`src/rtl/dinit_pkg.sv`:
```
`timescale 1ns/1ps
package dinit_pkg;

    localparam int ADDR_W = 13;
    localparam int BANK_W = 2;

    typedef enum logic [2:0] {
        CMD_NOP  = 3'd0,
        CMD_PRE  = 3'd1,
        CMD_MODE = 3'd2,
        CMD_REF  = 3'd3
    } cmd_e;

    typedef enum logic [2:0] {
        ST_LEAD, ST_PRE_EARLY, ST_EXT_MODE, ST_MODE_DLL,
        ST_PRE_MAIN, ST_REF_A, ST_REF_B, ST_MODE_RUN
    } step_e;

    typedef enum logic [1:0] {PH_IDLE, PH_ISSUE, PH_HOLD, PH_DONE} phase_e;

    typedef struct packed {
        cmd_e              op;
        logic [BANK_W-1:0] bank;
        logic [ADDR_W-1:0] addr;
    } dram_cmd_t;

    localparam logic [ADDR_W-1:0] A10_ALL = 13'h400;
    localparam logic [ADDR_W-1:0] DLL_RST = 13'h100;

    function automatic logic [16:0] period_ns(input logic [2:0] sel);
        case (sel)
            3'd0:    return 17'd15625;
            3'd1:    return 17'd3900;
            3'd2:    return 17'd7800;
            3'd3:    return 17'd31300;
            3'd4:    return 17'd62500;
            default: return 17'd125000;
        endcase
    endfunction

    function automatic logic [ADDR_W-1:0] mode_base(input logic cl_half);
        return {6'd0, (cl_half ? 3'b110 : 3'b010), 1'b0, 3'b011};
    endfunction

    function automatic step_e step_after(input step_e s);
        case (s)
            ST_LEAD:      return ST_PRE_MAIN;
            ST_PRE_EARLY: return ST_EXT_MODE;
            ST_EXT_MODE:  return ST_MODE_DLL;
            ST_MODE_DLL:  return ST_PRE_MAIN;
            ST_PRE_MAIN:  return ST_REF_A;
            ST_REF_A:     return ST_REF_B;
            default:      return ST_MODE_RUN;
        endcase
    endfunction

    function automatic logic long_gap(input step_e s);
        return (s == ST_LEAD) || (s == ST_MODE_DLL);
    endfunction

    function automatic dram_cmd_t cmd_for(input step_e s, input logic cl_half);
        dram_cmd_t c;
        c = '{op: CMD_NOP, bank: '0, addr: '0};
        case (s)
            ST_PRE_EARLY, ST_PRE_MAIN: begin c.op = CMD_PRE;  c.addr = A10_ALL; end
            ST_EXT_MODE:               begin c.op = CMD_MODE; c.bank = 2'd1;    end
            ST_MODE_DLL:               begin c.op = CMD_MODE; c.addr = mode_base(cl_half) | DLL_RST; end
            ST_REF_A, ST_REF_B:        c.op = CMD_REF;
            ST_MODE_RUN:               begin c.op = CMD_MODE; c.addr = mode_base(cl_half); end
            default:                   c.op = CMD_NOP;
        endcase
        return c;
    endfunction

endpackage

```
`src/rtl/dinit_refcalc.sv`:
```
`timescale 1ns/1ps
module dinit_refcalc import dinit_pkg::*; #(
    parameter int MHZ_W = 8,
    parameter int REF_W = 10
) (
    input  logic [2:0]       sel,
    input  logic [MHZ_W-1:0] mhz,
    output logic [REF_W-1:0] interval
);
    localparam int PROD_W = 17 + MHZ_W;

    logic [PROD_W-1:0] prod;
    logic [PROD_W-1:0] quot;

    always_comb begin
        prod     = PROD_W'(period_ns(sel)) * PROD_W'(mhz);
        quot     = prod / PROD_W'(64000);
        interval = (quot == '0) ? '0 : REF_W'(quot - PROD_W'(1));
    end
endmodule

```
`src/rtl/dinit_timer.sv`:
```
`timescale 1ns/1ps
module dinit_timer #(
    parameter int CNT_W = 16
) (
    input  logic             clk,
    input  logic             rst,
    input  logic             load,
    input  logic [CNT_W-1:0] load_val,
    output logic             zero
);
    logic [CNT_W-1:0] cnt;

    always_ff @(posedge clk) begin
        if (rst)              cnt <= '0;
        else if (load)        cnt <= load_val;
        else if (cnt != '0)   cnt <= cnt - CNT_W'(1);
    end

    assign zero = (cnt == '0);

    // the hold window shrinks by exactly one per cycle
    assert_countdown_R6: assert property (@(posedge clk) disable iff (rst)
        (!load && cnt != '0) |=> (cnt == $past(cnt) - CNT_W'(1)));
endmodule

```
`src/rtl/dinit_seq.sv`:
```
`timescale 1ns/1ps
module dinit_seq import dinit_pkg::*; #(
    parameter int MHZ_W   = 8,
    parameter int MIN_GAP = 4,
    parameter int REF_W   = 10
) (
    input  logic             clk,
    input  logic             rst,
    input  logic             start,
    input  logic             is_ddr,
    input  logic             cl_half,
    input  logic [MHZ_W-1:0] clk_mhz,
    input  logic [2:0]       ref_sel,
    output logic [2:0]       cmd,
    output logic [1:0]       bank,
    output logic [12:0]      addr,
    output logic             busy,
    output logic             init_done,
    output logic [REF_W-1:0] ref_interval
);
    localparam int CNT_W   = MHZ_W + 8;
    localparam int GAP_USE = (MIN_GAP < 2) ? 2 : MIN_GAP;

    logic             cfg_ddr, cfg_cl;
    logic [MHZ_W-1:0] cfg_mhz;
    logic [2:0]       cfg_sel;
    phase_e           phase;
    step_e            step;
    dram_cmd_t        cur, out;
    logic [CNT_W-1:0] wait_cyc, gap_len, load_val;
    logic             t_zero;

    assign busy      = (phase == PH_ISSUE) || (phase == PH_HOLD);
    assign init_done = (phase == PH_DONE);

    // configuration tracks inputs while idle or done, frozen during a run
    always_ff @(posedge clk) begin
        if (rst) begin
            cfg_ddr <= 1'b0;
            cfg_cl  <= 1'b0;
            cfg_mhz <= '0;
            cfg_sel <= '0;
        end else if (!busy) begin
            cfg_ddr <= is_ddr;
            cfg_cl  <= cl_half;
            cfg_mhz <= clk_mhz;
            cfg_sel <= ref_sel;
        end
    end

    always_comb begin
        wait_cyc = CNT_W'(cfg_mhz) * CNT_W'(200);
        if (long_gap(step) && wait_cyc > CNT_W'(GAP_USE)) gap_len = wait_cyc;
        else                                              gap_len = CNT_W'(GAP_USE);
        load_val = gap_len - CNT_W'(2);
    end

    dinit_timer #(.CNT_W(CNT_W)) u_timer (
        .clk      (clk),
        .rst      (rst),
        .load     (phase == PH_ISSUE),
        .load_val (load_val),
        .zero     (t_zero)
    );

    always_ff @(posedge clk) begin
        if (rst) begin
            phase <= PH_IDLE;
            step  <= ST_LEAD;
        end else begin
            case (phase)
                PH_IDLE, PH_DONE: if (start) begin
                    phase <= PH_ISSUE;
                    step  <= is_ddr ? ST_PRE_EARLY : ST_LEAD;
                end
                PH_ISSUE: begin
                    if (step == ST_MODE_RUN) phase <= PH_DONE;
                    else begin
                        phase <= PH_HOLD;
                        step  <= step_after(step);
                    end
                end
                default: if (t_zero) phase <= PH_ISSUE;
            endcase
        end
    end

    always_comb begin
        cur = cmd_for(step, cfg_cl);
        out = (phase == PH_ISSUE) ? cur : '{op: CMD_NOP, bank: '0, addr: '0};
    end

    assign cmd  = out.op;
    assign bank = out.bank;
    assign addr = out.addr;

    dinit_refcalc #(.MHZ_W(MHZ_W), .REF_W(REF_W)) u_refcalc (
        .sel      (cfg_sel),
        .mhz      (cfg_mhz),
        .interval (ref_interval)
    );

    assert_idle_nop_R7: assert property (@(posedge clk) disable iff (rst)
        !busy |-> (cmd == CMD_NOP));
    assert_excl_R7: assert property (@(posedge clk) disable iff (rst)
        !(busy && init_done));
    assert_spacing_R5: assert property (@(posedge clk) disable iff (rst)
        (cmd != CMD_NOP) |=> (cmd == CMD_NOP));
    assert_done_follows_mode_R2: assert property (@(posedge clk) disable iff (rst)
        $rose(init_done) |-> ($past(cmd) == CMD_MODE && $past(bank) == 2'd0 && !$past(addr[8])));
    assert_pre_all_R2: assert property (@(posedge clk) disable iff (rst)
        (cmd == CMD_PRE) |-> addr[10]);
    assert_cfg_hold_R8: assert property (@(posedge clk) disable iff (rst)
        busy |=> $stable({cfg_ddr, cfg_cl, cfg_mhz, cfg_sel}));
    assert_ref_frozen_R10: assert property (@(posedge clk) disable iff (rst)
        busy |=> $stable(ref_interval));
endmodule

```
`config.mk`:
```
export PLATFORM = sky130hd
export DESIGN_NAME = dinit_seq
export DESIGN_NICKNAME = d
export VERILOG_FILES = /design/src/rtl/dinit_pkg.sv /design/src/rtl/dinit_refcalc.sv /design/src/rtl/dinit_timer.sv /design/src/rtl/dinit_seq.sv
export SDC_FILE = /design/constraint.sdc
export NUM_CORES = 1
export LEC_CHECK = 0
export BUFFER_PORTS_ARGS = -buffer_cell sky130_fd_sc_hd__buf_4
export CORE_MARGIN = 1
export CORE_UTILIZATION = 60
export DETAILED_ROUTE_END_ITERATION = 8
export GPL_TIMING_DRIVEN = 1
export PLACE_DENSITY = 0.78
export SLEW_MARGIN = 5
export SYNTH_ARGS = -nofsm -noshare
export SYNTH_HDL_FRONTEND = slang
export SYNTH_SLANG_ARGS = --single-unit
```
`constraint.sdc`:
```
create_clock -name clk -period 17.8 [get_ports clk]
set_clock_uncertainty 0.2 [all_clocks]
set_input_delay 5.34 -clock clk [delete_from_list [all_inputs] [get_ports clk]]
set_output_delay 5.34 -clock clk [all_outputs]
set_load 0.02 [all_outputs]
```
==> results.md <==
- The worst path meets setup with ~0.30 ns of slack.
- In this run the number of cells on the critical path is 46.
- The pin count of the biggest net entering global routing is 28.
- The data required time of the critical path is around 12 ns.
- Final hold analysis gives a worst-case slack of approximately 0.33 ns.
- The clock-pin slew of the registers on the worst-case setup and hold paths is about 0.05 ns.
- The count of buffers inserted at the top-level ports is 36.
- STA puts the critical path data arrival time at 11.96 ns.
- The setup check on the worst reg-to-reg path leaves a slack of around 12 ns.
- The later pin in the worst-skew pair is clocked with a latency of ~0.27 ns.
- After clock tree synthesis, the flow added hold-fix buffers numbering 0.
- After detailed routing, the number of vias per cell comes to around 6.4.
- The clock drives 33 sinks.
- TritonCTS built the clock tree.
- The number of setup violations in the final report is 0.
- The number of hold-slack violations in the final timing report is 0.
- Headroom to the max-slew limit came out at 0.379.
- Of the cells placed in the final design, the portion with a size suffix greater than 1 is 0.194.
- CTS built an H-tree with a depth of 2.
- The clock root buffer is sky130_fd_sc_hd__clkbuf_16.
- The critical path buffer and inverter count is 10.
- The first-pass iteration count of the detailed router is 5.
- The fraction of registers with async set/reset is 0.
- The synthesized area is approximately 10000 sq um.
- Grouping stages by cell kind, the critical path spends the most delay in compound AO/OA/AOI/OAI gates.
- The sequential-to-total area share from yosys stat is 0.0660.
- The via count of the first global-routing pass is 9407.
- The most frequently used flop master after synthesis is sky130_fd_sc_hd__dfxtp_1.
- The capture point of the worst reg-to-reg path is u_timer.cnt[15].
- The kind of capture point of the worst setup path is an output port.
- The total routed wirelength is around 28000 um.
- The die outline area is 17200 sq um.
- The filler cells instantiated in the layout total 1274.
- The maximum fanout encountered on the critical timing path is 14.
- The initialized floorplan defines 46 standard-cell rows.
- On the worst path, the slowest cell contributes a delay of roughly 0.55 ns.
- The worst path in the final design needs a cycle of between 15 and 20 ns, including I/O delays and setup.
- Dividing the final minimum period by the clock period gives 0.983.
- The startpoint type of the worst setup path is a flop.
- Following the worst setup path forward leads to its endpoint at ref_interval[7].
- The final route contains between 10000 and 15000 vias.
- The global placer's final weighted congestion is 0.953.
- On the critical path, the stage with the largest delay is an instance of sky130_fd_sc_hd__or4_4.
- The max-cap violation count is 0.
- The die boundary width is roughly 130 um.
- At the end of the flow, the number of nets in the layout was roughly 1600.
- After routing the design area is 11500 sq um.
- The number of synthesized flops with an enable pin is 0.
- Synthesis instantiated approximately 110 different standard cells from the library.
- The worst setup timing slack at the placement stage is -0.132 ns.
- For this block, the initial DRC count from the detailed router was 1100.
- The library cells used most frequently in the layout, excluding fill and tap cells, are sky130_fd_sc_hd__buf_4 (129), sky130_fd_sc_hd__nor2_1 (104), sky130_fd_sc_hd__nand2_1 (102).
- The maximum frequency from static timing analysis is 57.2 MHz.
- The clock passes through at most 2 buffers.
- In this run, synthesis produced a sequential element count of 33.
- Buffers inserted during clock tree synthesis total 5.
- The kind of critical path is flop to output port.
- Pin placement for this block handled 46 I/O pins.
- The library cell appearing most often on the critical path is sky130_fd_sc_hd__buf_4.
- For this run, the number of Yosys warnings is 0.
- The number of antenna violations at the first check in global routing is 0.
- The worst hold path class is flop to flop.
- The final antenna-violating net count is 0.
- After detailed routing, the number of remaining DRC violations is 0.
- The placeable core region is 16100 sq um.
- The half-perimeter wire length after detailed placement is roughly 21000 um.
- Tracing the worst setup path back leads to its startpoint at cfg_sel[2].
- The final number of max-transition violations came to 0.
- The antenna cell count is 0.
- The run finished with clean final reports.
- For this configuration, the core starts out at a cell density of 0.622.
- The global-route wire length before repair is around 45000 um.
- The growth of design area from synthesis to finish is 15.2%.
- The source of the worst register-to-register timing path is cfg_mhz[3].
- The average size of a mapped cell is 7.69 sq um.
- The post-detailed-route wirelength per cell is around 17 um.
- Measured in cells, the most critical reg-to-reg path has a length of 23.
- Across every metal layer, demand over resource in global routing totals 0.311.
- The vertical die dimension is 131 um.
- Setup repair after global routing could not meet its margin everywhere.
- In the synthesized netlist, the number of instances is ~1300.
- In this run the cell area measured after placement is approximately 11000 sq um.
- After global routing the overflow that remains totals 0.
- The most frequent standard cell in the layout excluding fill and tap cells is sky130_fd_sc_hd__buf_4.
- The actual transition at the worst max-transition pin is 0.932 ns.
-- area by class of cell --
cell class	count	area [sq um]	share of cell area
Tap cell	216	270	0.0234
Sequential cell	33	663	0.0575
Clock buffer	7	143	0.0124
Multi-Input combinational cell	1097	9040	0.783
Clock inverter	1	30.0	0.00260
Inverter	105	394	0.0341
Timing Repair Buffer	131	1000	0.0866
-- cells in the mapped netlist, drive strengths merged, types with 8 or more instances --
library cell,number,area share
ha,88,0.11
nor2,110,0.042
clkbuf,41,0.015
o2111ai,8,0.0070
a21o,19,0.014
nor3,55,0.030
nand3,35,0.017
fa,78,0.16
o211ai,24,0.019
nand2,107,0.042
a31oi,18,0.015
nand2b,13,0.0081
or2,9,0.0056
a21oi,73,0.038
o21ai,64,0.032
and4,11,0.0099
mux2i,27,0.027
a211oi,19,0.016
a311oi,9,0.0085
or3,12,0.0075
and3,10,0.0062
nand4,13,0.0081
o21a,12,0.0090
o22ai,12,0.0081
nor2b,20,0.012
xnor2,40,0.036
dfxtp,33,0.066
xor2,15,0.013
buf,35,0.022
nor4,20,0.012
inv,101,0.038
o211a,9,0.0090
and2,58,0.036
-- worst min-delay path by stage --
stage	depth (start not counted)	start	to	slack, ns
final	2	u_timer.cnt[6]	u_timer.cnt[6]	0.33
after global routing	2	phase[0]	phase[0]	0.35
after CTS	2	phase[0]	phase[0]	0.33
after detailed placement	2	u_timer.cnt[6]	u_timer.cnt[6]	0.29
after global placement	2	cfg_cl	cfg_cl	0.27
after floorplan	2	cfg_cl	cfg_cl	0.25
-- flip-flops by register name, indices dropped and copies added (netlist names) --
signal and flops:
cfg_mhz 8, step 3, u_timer.cnt 16, phase 2, cfg_cl 1, cfg_sel 3
-- metal layers --
metal  track usage  routed length [um]  part of all wire  up-vias
li1              -                   -                 -     4826
met1         0.414               11900              0.43     4817
met2         0.531               13500              0.49      390
met3        0.0367                1790             0.064       67
met4        0.0784                 601             0.022        0
met5             0                   0                 0        -
-- stage by stage --
step | cells | TNS [ns] | utilization
after floorplan | 1311 | 0 | -
after global placement | 1550 | -0.0436 | 0.663
after detailed placement | 1550 | -0.168 | 0.663
after CTS | 1562 | 0 | 0.678
after global routing | 1590 | -0.872 | 0.716
final | 1590 | 0 | 0.716
-- worst reg2reg max path, cell delays in order (launching register included) --
cell and delay (ns):
sky130_fd_sc_hd__dfxtp_1 0.63, sky130_fd_sc_hd__buf_4 0.26, sky130_fd_sc_hd__ha_1 0.25, sky130_fd_sc_hd__ha_1 0.29, sky130_fd_sc_hd__inv_1 0.05, sky130_fd_sc_hd__fa_1 0.50
sky130_fd_sc_hd__inv_1 0.05, sky130_fd_sc_hd__ha_1 0.33, sky130_fd_sc_hd__a21oi_1 0.19, sky130_fd_sc_hd__nor2_1 0.07, sky130_fd_sc_hd__nor2_1 0.19, sky130_fd_sc_hd__o21bai_1 0.09
sky130_fd_sc_hd__a21oi_1 0.25, sky130_fd_sc_hd__o21bai_1 0.10, sky130_fd_sc_hd__a21oi_1 0.17, sky130_fd_sc_hd__xor2_1 0.10, sky130_fd_sc_hd__nor2b_1 0.15, sky130_fd_sc_hd__a21boi_1 0.50
sky130_fd_sc_hd__nand3_1 0.22, sky130_fd_sc_hd__a21o_1 0.26, sky130_fd_sc_hd__mux2i_1 0.13, sky130_fd_sc_hd__o22ai_1 0.20, sky130_fd_sc_hd__a21oi_1 0.10, sky130_fd_sc_hd__nor2_1 0.12
-- timing repair --
item | in CTS | in global routing
buffers inserted | 4 | 28
pin swaps | 4 | 21
resized for setup | 7 | 82
endpoints found under the setup margin | 10 | 10
-- kinds of logic after synthesis --
family,share of synthesized area
compound gates,0.253
xor+xnor,0.0488
fa+ha+maj,0.269
buf+inv,0.0766
flops,0.0660
mux,0.0330
other cells,0.000374
simple gates,0.253
Power is left out: the tool's default activity adds up to more than one toggle a clock period on the data nets, which glitch-free logic cannot reach.
